==> config.mk <==
export PLATFORM = sky130hd
export DESIGN_NAME = dsn_split_node
export DESIGN_NICKNAME = d
export VERILOG_FILES = /design/src/rtl/dsn_pkg.sv /design/src/rtl/dsn_vc_fifo.sv /design/src/rtl/dsn_credit_ctr.sv /design/src/rtl/dsn_vc_steer.sv /design/src/rtl/dsn_split_node.sv
export SDC_FILE = /design/constraint.sdc
export NUM_CORES = 1
export LEC_CHECK = 0
export ABC_AREA = 0
export BUFFER_PORTS_ARGS = -buffer_cell sky130_fd_sc_hd__buf_2
export CAP_MARGIN = 20
export CORE_MARGIN = 4
export CORE_UTILIZATION = 53
export DETAILED_ROUTE_END_ITERATION = 16
export PLACE_DENSITY_LB_ADDON = 0.25
export SYNTH_ARGS = -nofsm -noshare
export SYNTH_HDL_FRONTEND = slang
export SYNTH_SLANG_ARGS = --single-unit
export TNS_END_PERCENT = 10
==> constraint.sdc <==
create_clock -name clk -period 2.68 [get_ports clk]
set_input_delay 0.134 -clock clk [delete_from_list [all_inputs] [get_ports clk]]
set_output_delay 0.134 -clock clk [all_outputs]
set_load 0.05 [all_outputs]
==> src/rtl/dsn_pkg.sv <==
package dsn_pkg;

  localparam int NUM_CLS  = 2;
  localparam int NUM_PORT = 2;

  typedef enum logic { CLS_RESP = 1'b0, CLS_SNOOP = 1'b1 } cls_e;
  typedef enum logic { PORT_LOCAL = 1'b0, PORT_NET = 1'b1 } port_e;

  // static priority: response class beats snoop class
  function automatic logic [1:0] prio_grant(logic [1:0] req);
    if (req[CLS_RESP])       return 2'b01;
    else if (req[CLS_SNOOP]) return 2'b10;
    else                     return 2'b00;
  endfunction

  // flat index of a credit counter for (output, class)
  function automatic int cred_idx(int port, int cls);
    return port * NUM_CLS + cls;
  endfunction

endpackage

==> src/rtl/dsn_vc_fifo.sv <==
module dsn_vc_fifo #(
  parameter int WIDTH = 13,
  parameter int DEPTH = 2
) (
  input  logic             clk,
  input  logic             rst_n,
  input  logic             push,
  input  logic [WIDTH-1:0] din,
  input  logic             pop,
  output logic [WIDTH-1:0] dout,
  output logic             empty,
  output logic             full
);
  localparam int AW = (DEPTH > 1) ? $clog2(DEPTH) : 1;
  localparam int CW = $clog2(DEPTH + 1);

  logic [WIDTH-1:0] mem [DEPTH];
  logic [AW-1:0]    wr_ptr, rd_ptr;
  logic [CW-1:0]    fill;

  function automatic logic [AW-1:0] bump(logic [AW-1:0] p);
    return (p == AW'(DEPTH - 1)) ? '0 : p + 1'b1;
  endfunction

  assign dout  = mem[rd_ptr];
  assign empty = (fill == '0);
  assign full  = (fill == CW'(DEPTH));

  always_ff @(posedge clk) begin
    if (push) mem[wr_ptr] <= din;
  end

  always_ff @(posedge clk or negedge rst_n) begin
    if (!rst_n) begin
      wr_ptr <= '0;
      rd_ptr <= '0;
      fill   <= '0;
    end else begin
      if (push) wr_ptr <= bump(wr_ptr);
      if (pop)  rd_ptr <= bump(rd_ptr);
      case ({push, pop})
        2'b10:   fill <= fill + 1'b1;
        2'b01:   fill <= fill - 1'b1;
        default: fill <= fill;
      endcase
    end
  end
endmodule

==> src/rtl/dsn_credit_ctr.sv <==
module dsn_credit_ctr #(
  parameter int MAX_CRED = 2
) (
  input  logic clk,
  input  logic rst_n,
  input  logic take,
  input  logic give,
  output logic avail
);
  localparam int CW = $clog2(MAX_CRED + 1);

  logic [CW-1:0] cnt;

  assign avail = (cnt != '0);

  always_ff @(posedge clk or negedge rst_n) begin
    if (!rst_n) begin
      cnt <= CW'(MAX_CRED);
    end else begin
      case ({take, give})
        2'b10:   cnt <= cnt - 1'b1;
        2'b01:   cnt <= cnt + 1'b1;
        default: cnt <= cnt;
      endcase
    end
  end
endmodule

==> src/rtl/dsn_vc_steer.sv <==
module dsn_vc_steer #(
  parameter int DEST_W  = 3,
  parameter int NODE_ID = 5
) (
  input  logic              clk,
  input  logic              rst_n,
  input  logic              first,
  input  logic              last,
  input  logic [DEST_W-1:0] dest,
  input  logic              pop,
  output logic              to_local
);
  logic in_pkt;
  logic held_local;
  logic match;

  assign match    = (dest == DEST_W'(NODE_ID));
  assign to_local = (first || !in_pkt) ? match : held_local;

  always_ff @(posedge clk or negedge rst_n) begin
    if (!rst_n) begin
      in_pkt     <= 1'b0;
      held_local <= 1'b0;
    end else if (pop) begin
      if (first || !in_pkt) held_local <= match;
      in_pkt <= !last;
    end
  end
endmodule

==> src/rtl/dsn_split_node.sv <==
module dsn_split_node
  import dsn_pkg::*;
#(
  parameter int NODE_ID    = 5,
  parameter int DEST_W     = 3,
  parameter int PAY_W      = 8,
  parameter int BUF_DEPTH  = 2,
  parameter int DN_CREDITS = 2
) (
  input  logic                    clk,
  input  logic                    rst_n,
  input  logic                    in_valid,
  input  logic                    in_vc,
  input  logic [DEST_W+PAY_W+1:0] in_flit,
  output logic [1:0]              up_credit,
  output logic                    loc_valid,
  output logic                    loc_vc,
  output logic [DEST_W+PAY_W+1:0] loc_flit,
  input  logic [1:0]              loc_credit_in,
  output logic                    net_valid,
  output logic                    net_vc,
  output logic [DEST_W+PAY_W+1:0] net_flit,
  input  logic [1:0]              net_credit_in
);
  localparam int FW     = DEST_W + PAY_W + 2;
  localparam int FIRST  = FW - 1;
  localparam int LAST   = FW - 2;
  localparam int NCRED  = NUM_PORT * NUM_CLS;

  function automatic logic [DEST_W-1:0] dest_of(logic [FW-1:0] f);
    return f[PAY_W +: DEST_W];
  endfunction

  logic [FW-1:0]    front [NUM_CLS];
  logic [1:0]       buf_empty, buf_full, push, grant, to_local, vc_req, cred_ok;
  logic [NCRED-1:0] cred_av, cred_take, cred_give;
  logic             win_cls, win_local, fire;

  // per-class buffering and steering
  for (genvar c = 0; c < NUM_CLS; c++) begin : g_cls
    assign push[c] = in_valid && (in_vc == c[0]);

    dsn_vc_fifo #(.WIDTH(FW), .DEPTH(BUF_DEPTH)) u_fifo (
      .clk   (clk),
      .rst_n (rst_n),
      .push  (push[c]),
      .din   (in_flit),
      .pop   (grant[c]),
      .dout  (front[c]),
      .empty (buf_empty[c]),
      .full  (buf_full[c])
    );

    dsn_vc_steer #(.DEST_W(DEST_W), .NODE_ID(NODE_ID)) u_steer (
      .clk      (clk),
      .rst_n    (rst_n),
      .first    (front[c][FIRST]),
      .last     (front[c][LAST]),
      .dest     (dest_of(front[c])),
      .pop      (grant[c]),
      .to_local (to_local[c])
    );

    assign cred_ok[c] = to_local[c] ? cred_av[cred_idx(PORT_LOCAL, c)]
                                    : cred_av[cred_idx(PORT_NET, c)];
    assign vc_req[c]  = !buf_empty[c] && cred_ok[c];
  end

  // downstream credits, one counter per output per class
  for (genvar p = 0; p < NUM_PORT; p++) begin : g_port
    for (genvar c = 0; c < NUM_CLS; c++) begin : g_cc
      localparam int IX = p * NUM_CLS + c;
      assign cred_take[IX] = grant[c] && (to_local[c] == (p == 0));
      assign cred_give[IX] = (p == 0) ? loc_credit_in[c] : net_credit_in[c];

      dsn_credit_ctr #(.MAX_CRED(DN_CREDITS)) u_cred (
        .clk   (clk),
        .rst_n (rst_n),
        .take  (cred_take[IX]),
        .give  (cred_give[IX]),
        .avail (cred_av[IX])
      );
    end
  end

  // selection and demux
  assign grant     = prio_grant(vc_req);
  assign fire      = |grant;
  assign win_cls   = grant[CLS_SNOOP];
  assign win_local = to_local[win_cls];

  assign loc_valid = fire && win_local;
  assign net_valid = fire && !win_local;
  assign loc_vc    = win_cls;
  assign net_vc    = win_cls;
  assign loc_flit  = front[win_cls];
  assign net_flit  = front[win_cls];
  assign up_credit = grant;

endmodule

* Word level (Yosys, flattened, before mapping) *
Memories as Yosys holds them, arrays and structs flattened.
Cells that the tools add are included.

cells by class
  $lt $le $gt $ge = 2
  muxes and demuxes = 25
  eq/ne operators = 14
  bitwise operators = 4
  $add $sub $neg = 16
  reductions and logical operators = 32

operators with widths
  kind                   number
  $mux W13               3
  $pmux W2 S2            6
  $reduce_bool A2 Y1     10
  $mux W1                14
  $add A2 B1 Y2 const B  6
  $eq A2 B1 Y1 const B   6
  $eq A2 B2 Y1 const B   6
  $sub A2 B1 Y2 const B  6
  $logic_and A1 B1 Y1    10
  $logic_not A1 Y1       7
  $eq A3 B3 Y1 const B   2
  $add A1 B1 Y1 const B  4
  $logic_not A2 Y1       2
  $mux W2                2
  $not A1 Y1             3
  $ge A2 B2 Y1 const B   1
  $logic_or A1 B1 Y1     2
  $lt A1 B2 Y1 const B   1
  $not A1 Y2             1
  $reduce_or A2 Y1       1

storage, ports and cells
  register bits after elaboration = 20
  input bits = 21
  memories kept = 2
  bits in writable memories = 52
  output and inout port bits = 32
  word-level logic and storage cells = 109

memories
  memory               depth  width  rd ports  clocked after Yosys merged registers in  wr ports  line               RTL
  g_cls[0].u_fifo.mem  2      13     1         0                                        1         dsn_vc_fifo.sv:17  logic [WIDTH-1:0] mem [DEPTH];
  g_cls[1].u_fifo.mem  2      13     1         0                                        1         dsn_vc_fifo.sv:17

* Depth between registers and ports, before layout *
  word-level depth = 11
  gate-level depth with buffers = 12
  mapped depth without buffers = 9

* By module *
Synthesis repeated with hierarchy kept, for this count alone.

unflattened totals
  cell total of the unflattened synthesis = 213
  area total of the unflattened synthesis = 3,300.7 sq um

by module, submodules not included
  module          area an instance (sq um)  instances  cells each  seq. area each (sq um)
  dsn_vc_fifo     1,124.8                   2          56          880.8
  dsn_credit_ctr  103.8                     4          9           51.3
  dsn_split_node  400.4                     1          45          0.0
  dsn_vc_steer    117.6                     2          10          50.0

* Least setup slack after synthesis *
No wires, ideal clock.

  path type = register to output
  start = register g_cls[0].u_fifo.rd_ptr
  end = output port net_flit[1]
  required time = 2,546 ps
  slack = -370 ps
  cell stages (with the launch flop) = 10
  data arrival time = 2,916 ps
  path buffers = 4
  cell sequence = dfrtp_1 buf_6 mux2i_1 and3_1 or3_1 buf_6 o211ai_4 buf_8 mux2i_1 buf_4

between the ends
  longest elaborated chain between the ends = 10
  elaborated cells between the ends (all ways) = 11
  those cells by class = eq/ne: 1; mux: 6; bitwise: 1; reduce/logical: 2; memory: 1

ends and longest elaborated chain
  item                                                line                                    RTL
  from (decl)                                         dsn_vc_fifo.sv:18                       logic [AW-1:0] wr_ptr, rd_ptr;
  from (signal assigned)                              dsn_vc_fifo.sv:40                       if (pop) rd_ptr <= bump(rd_ptr);
  $mem_v2 Z2 W13 *                                    --
  $eq A3 B3 Y1 or $logic_or A1 B1 Y1 (tied branches)  dsn_vc_steer.sv:17, dsn_vc_steer.sv:18
  $mux W1                                             dsn_vc_steer.sv:18                      assign to_local = (first || !in_pkt) ? match : held_local;
  $mux W1                                             dsn_split_node.sv:64                    assign cred_ok[c] = to_local[c] ? cred_av[cred_idx(PORT_LOCAL, c)]
  $logic_and A1 B1 Y1                                 dsn_split_node.sv:66                    assign vc_req[c] = !buf_empty[c] && cred_ok[c];
  $mux W2                                             dsn_pkg.sv:11                           if (req[CLS_RESP]) return 2'b01;
  $not A1 Y2                                          --
  $mux W13 * (3 in a row)                             --
  to (decl)                                           dsn_split_node.sv:22                    output logic [DEST_W+PAY_W+1:0] net_flit,

Every way passes the cells marked *; elsewhere a longest branch is shown, timed or not. The select of a mux whose other input is x is not followed.

* Worst setup path in the final report *
  start = register g_cls[0].u_fifo.rd_ptr
  end = output port loc_flit[8]

between the ends
  longest elaborated chain between the ends = 10
  elaborated cells between the ends (all ways) = 11
  those cells by class = eq/ne: 1; mux: 6; bitwise: 1; reduce/logical: 2; memory: 1

ends and longest elaborated chain
  item                                                line                                    RTL
  $mem_v2 Z2 W13 *                                    --
  $eq A3 B3 Y1 or $logic_or A1 B1 Y1 (tied branches)  dsn_vc_steer.sv:17, dsn_vc_steer.sv:18
  $mux W1                                             dsn_vc_steer.sv:18
  $mux W1                                             dsn_split_node.sv:64
  $logic_and A1 B1 Y1                                 dsn_split_node.sv:66
  $mux W2                                             dsn_pkg.sv:11
  $not A1 Y2 (implied by the code)                    dsn_split_node.sv:96                    assign loc_flit = front[win_cls];
  $mux W13 (implied by the code) * (3 in a row)       dsn_split_node.sv:96
  to (decl)                                           dsn_split_node.sv:18                    output logic [DEST_W+PAY_W+1:0] loc_flit,

Marks and branches as above.

==> run summary <==
==============================================================================
Status                                                               completed
Initial antenna violation count                                              0
Worst Setup Path Type                                                  reg2out
Crit path launch type                                                flip-flop
Total of flip-flops plus latches after synthesis                            72
Detailed placer's ending HPWL                                          4058 um
Share of cell area taken by muxes after synthesis                       13.01%
Number of library cell types mapped by synthesis                            33
Total GRT Usage                                                         18.01%
Vias per cell                                                            5.118
Iter 0 DRT Violations                                                       64
Post-detailed-routing wire length                                      6361 um
Inserted Clock Buffers                                                       9
Worst-Skew Late Latency                                                0.35 ns
Die extent in x                                                       85.74 um
Level count of the clock H-tree                                              3
Final estimated routing congestion in global placement                  0.6784
Required time at the worst-slack endpoint                              2.55 ns
Fill count                                                                 375
Post-route DRC                                                               0
Initial Util                                                            54.42%
Netlist area before placement                                     0.003203 sq mm
Layout Area Growth over Synthesis                                       33.63%
Via count of the first global-routing pass                                1855
Library cell with the largest summed area after synthesis         sky130_fd_sc_hd__edfxtp_1
Fraction of the mapped netlist area in adder cells                      2.344%
Headroom to the max-slew limit                                          53.52%
Data arrival at the endpoint of the critical path                      2.55 ns
Count of port buffers added during placement                                52
CP Max Fanout                                                                5
Post-synthesis average cell area                                   15.55 sq um
TritonCTS clock tree                                                       yes
Slack of the worst reg-to-reg path                                     0.27 ns
Largest net degree at the start of global routing                           21
Slowest cell on crit path                                         sky130_fd_sc_hd__dfrtp_2
Total via count in the routed design                                      1817
Warnings from Yosys                                                          0
Min Tclk post-route                                                   2.679 ns
Least-Margin Pin Slew                                                0.6972 ns
Height of the die                                                     85.74 um
Synthesized Nets                                                           233
Number of antenna repair diodes                                              0
Die outline area                                                  0.007351 sq mm
Total number of nets in the final design                                   302
Final worst slack                                                 0.0005249 ns
Worst hold stages                                                            3
Wire length per cell after detailed routing                           17.92 um
Antenna violation net count after detailed routing                           0
Gate count after technology mapping                                        206
Floorplan core area                                               0.005886 sq mm
First-pass GRT wire length                                             9680 um
Combinational family with the most area after synthesis           multiplexers
Setup violations, final                                                      0
Crit share post-route                                                   99.98%
Simple-gate area share of the yosys netlist                             4.766%
Leading cell types in the layout, fill and taps excluded          sky130_fd_sc_hd__edfxtp_1 (52), sky130_fd_sc_hd__buf_2 (26), sky130_fd_sc_hd__mux2i_1 (25), sky130_fd_sc_hd__buf_6 (23)
Clock sink count                                                            72
Leading cell type in the layout, fill and taps excluded           sky130_fd_sc_hd__edfxtp_1
Library cell used as clock root buffer                            sky130_fd_sc_hd__clkbuf_8
CTS clock-pin slew for the worst setup and hold paths                  0.08 ns
Maximum single-stage delay on the critical path                        0.47 ns
Worst Reg2Reg Path Length in Cells                                          10
Area share of the largest cell type after synthesis                     48.75%
Setup skew after layout                                            0.009263 ns
Cell-by-cell listing of the critical path                         mux2i_4 -> a211oi_2 -> or3_4 -> o211ai_4 -> buf_12 -> buf_12 -> mux2i_4 -> buf_6
Placement Setup Slack                                                0.1643 ns
Max-cap check violation count                                                0
Total count of hold-check failures in the final report                       0
Unrepaired setup endpoints after global routing                            yes
Maximum achievable frequency                                         373.2 MHz
Seq/Total Area, Yosys                                                   64.53%
Post-synthesis compound-gate area fraction                              3.086%
Fraction of layout cells with a size suffix above 1                     40.71%
Synth Area in XOR/XNOR                                                  6.016%
Hold/Removal Path Class                                                 in2reg
Maximum clock path buffer count                                              2
Standard-cell rows                                                          28
Boundary Pins                                                               53
Number of detailed-routing iterations run before antenna repair              4
Count of pins over their slew limit                                          0
CP Capture Type                                                     output pin
Remaining global-route overflow                                              0
Most area-consuming cells after synthesis                         sky130_fd_sc_hd__edfxtp_1 (49%), sky130_fd_sc_hd__dfrtp_1 (13%), sky130_fd_sc_hd__mux2i_1 (12%), sky130_fd_sc_hd__buf_4 (4.0%), sky130_fd_sc_hd__dfstp_2 (3.3%)
==============================================================================
## worst max-delay path: cells and delay by family (launching register included)
kind	cells	cell delay, ns
compound gates	2	0.22
buf+inv	3	0.48
simple gates	1	0.41
flops	1	0.47
mux	2	0.60
## through the flow
step	utilization [%]	TNS [ns]	hold slack, ns	std cells	instance area, sq um
after floorplan	-	-1.907	-0.1616	206	3242
after global placement	59.38	0	0.1010	321	3495
after detailed placement	59.38	0	0.1096	321	3495
after CTS	66.58	-0.1613	0.1014	351	3919
after global routing	72.73	-1.536	0.1122	355	4280
final	72.73	0	0.1150	355	4280
## layout make-up
cell class,instances,area [sq um],share of cell area (%)
well taps,75,93.84,2.192
clock inverters,7,101.3,2.368
repair buffers,81,719.4,16.81
flip-flops and latches,72,2069,48.35
inverters,4,16.27,0.3800
clock buffers,9,123.9,2.894
multi-input cells,107,1156,27.01
## repair_timing
| item | 4_1_cts | 5_1_grt |
|---|---|---|
| setup buffers | 0 | 3 |
| endpoints found under the setup margin | 26 | 26 |
| hold endpoints to repair | 65 | 0 |
| hold buffers | 14 | 0 |
| pin swaps | 0 | 2 |
| gates resized for setup | 20 | 73 |
| cloned | 0 | 1 |
## layer usage
metal	global-route usage, %	wire [um]
met1	22.29	2785
met2	29.52	3205
met3	5.572	275
met4	7.338	95
met5	0	0
## cells by family (layout without fill, tap and decap cells)
| kind of cell | count (synthesis) | after routing |
|---|---|---|
| fa+ha+maj | 6 | 6 |
| mux | 41 | 41 |
| xor+xnor | 22 | 22 |
| compound gates | 11 | 11 |
| buf+inv | 27 | 101 |
| simple gates | 27 | 27 |
| flops | 72 | 72 |
## path summary, 6_finish.rpt
| check | start | to |
|---|---|---|
| worst max-delay path | g_cls[0].u_fifo.rd_ptr$_DFFE_PN0P_ | loc_flit[8] |
| worst max register to register | g_cls[0].u_fifo.rd_ptr$_DFFE_PN0P_ | g_cls[0].u_fifo.fill[1]$_DFFE_PN0P_ |
| worst min-delay path | net_credit_in[1] | g_port[1].g_cc[1].u_cred.cnt[0]$_DFFE_PN0P_ |
| max in group asynchronous | rst_n | g_port[1].g_cc[1].u_cred.cnt[1]$_DFFE_PN1P_ |
| min in group asynchronous | rst_n | g_cls[0].u_fifo.fill[1]$_DFFE_PN0P_ |
| worst min register to register | g_cls[1].u_steer.held_local$_DFFE_PN0N_ | g_cls[1].u_steer.held_local$_DFFE_PN0N_ |
## cells in the mapped netlist
| library cell | count |
|---|---|
| sky130_fd_sc_hd__edfxtp_1 | 52 |
| sky130_fd_sc_hd__mux2i_1 | 39 |
| sky130_fd_sc_hd__buf_4 | 17 |
| sky130_fd_sc_hd__dfrtp_1 | 16 |
| sky130_fd_sc_hd__xnor2_1 | 12 |
| sky130_fd_sc_hd__xor2_1 | 10 |
| sky130_fd_sc_hd__nor2_1 | 9 |
| sky130_fd_sc_hd__nand2_1 | 7 |
| sky130_fd_sc_hd__ha_1 | 6 |
| sky130_fd_sc_hd__dfstp_2 | 4 |
| sky130_fd_sc_hd__buf_6 | 3 |
| sky130_fd_sc_hd__inv_1 | 3 |
| sky130_fd_sc_hd__a211oi_1 | 2 |
| sky130_fd_sc_hd__and3_1 | 2 |
| sky130_fd_sc_hd__and4b_1 | 2 |
| sky130_fd_sc_hd__clkbuf_1 | 2 |
| sky130_fd_sc_hd__nor4bb_1 | 2 |
| sky130_fd_sc_hd__o22a_1 | 2 |
| sky130_fd_sc_hd__o22ai_1 | 2 |
| sky130_fd_sc_hd__a21boi_0 | 1 |
| sky130_fd_sc_hd__a22o_1 | 1 |
| sky130_fd_sc_hd__and2_4 | 1 |
| sky130_fd_sc_hd__and3b_1 | 1 |
| sky130_fd_sc_hd__buf_8 | 1 |
| sky130_fd_sc_hd__clkinv_2 | 1 |
| sky130_fd_sc_hd__mux2_1 | 1 |
| sky130_fd_sc_hd__mux2_4 | 1 |
| sky130_fd_sc_hd__nand2b_1 | 1 |
| sky130_fd_sc_hd__nor3_2 | 1 |
| sky130_fd_sc_hd__o211ai_4 | 1 |
| sky130_fd_sc_hd__o21a_1 | 1 |
| sky130_fd_sc_hd__o21ai_2 | 1 |
| sky130_fd_sc_hd__or3_1 | 1 |
## state kept, by name, indices dropped and copies added, names as in the netlist
signal	count
g_cls.u_fifo.fill	4
g_cls.u_fifo.mem	52
g_cls.u_fifo.rd_ptr	2
g_cls.u_fifo.wr_ptr	2
g_cls.u_steer.held_local	2
g_cls.u_steer.in_pkt	2
g_port.g_cc.u_cred.cnt	8
Power is not shown: default switching activity piles up to over one toggle a cycle in this logic, so the estimate is an artifact.
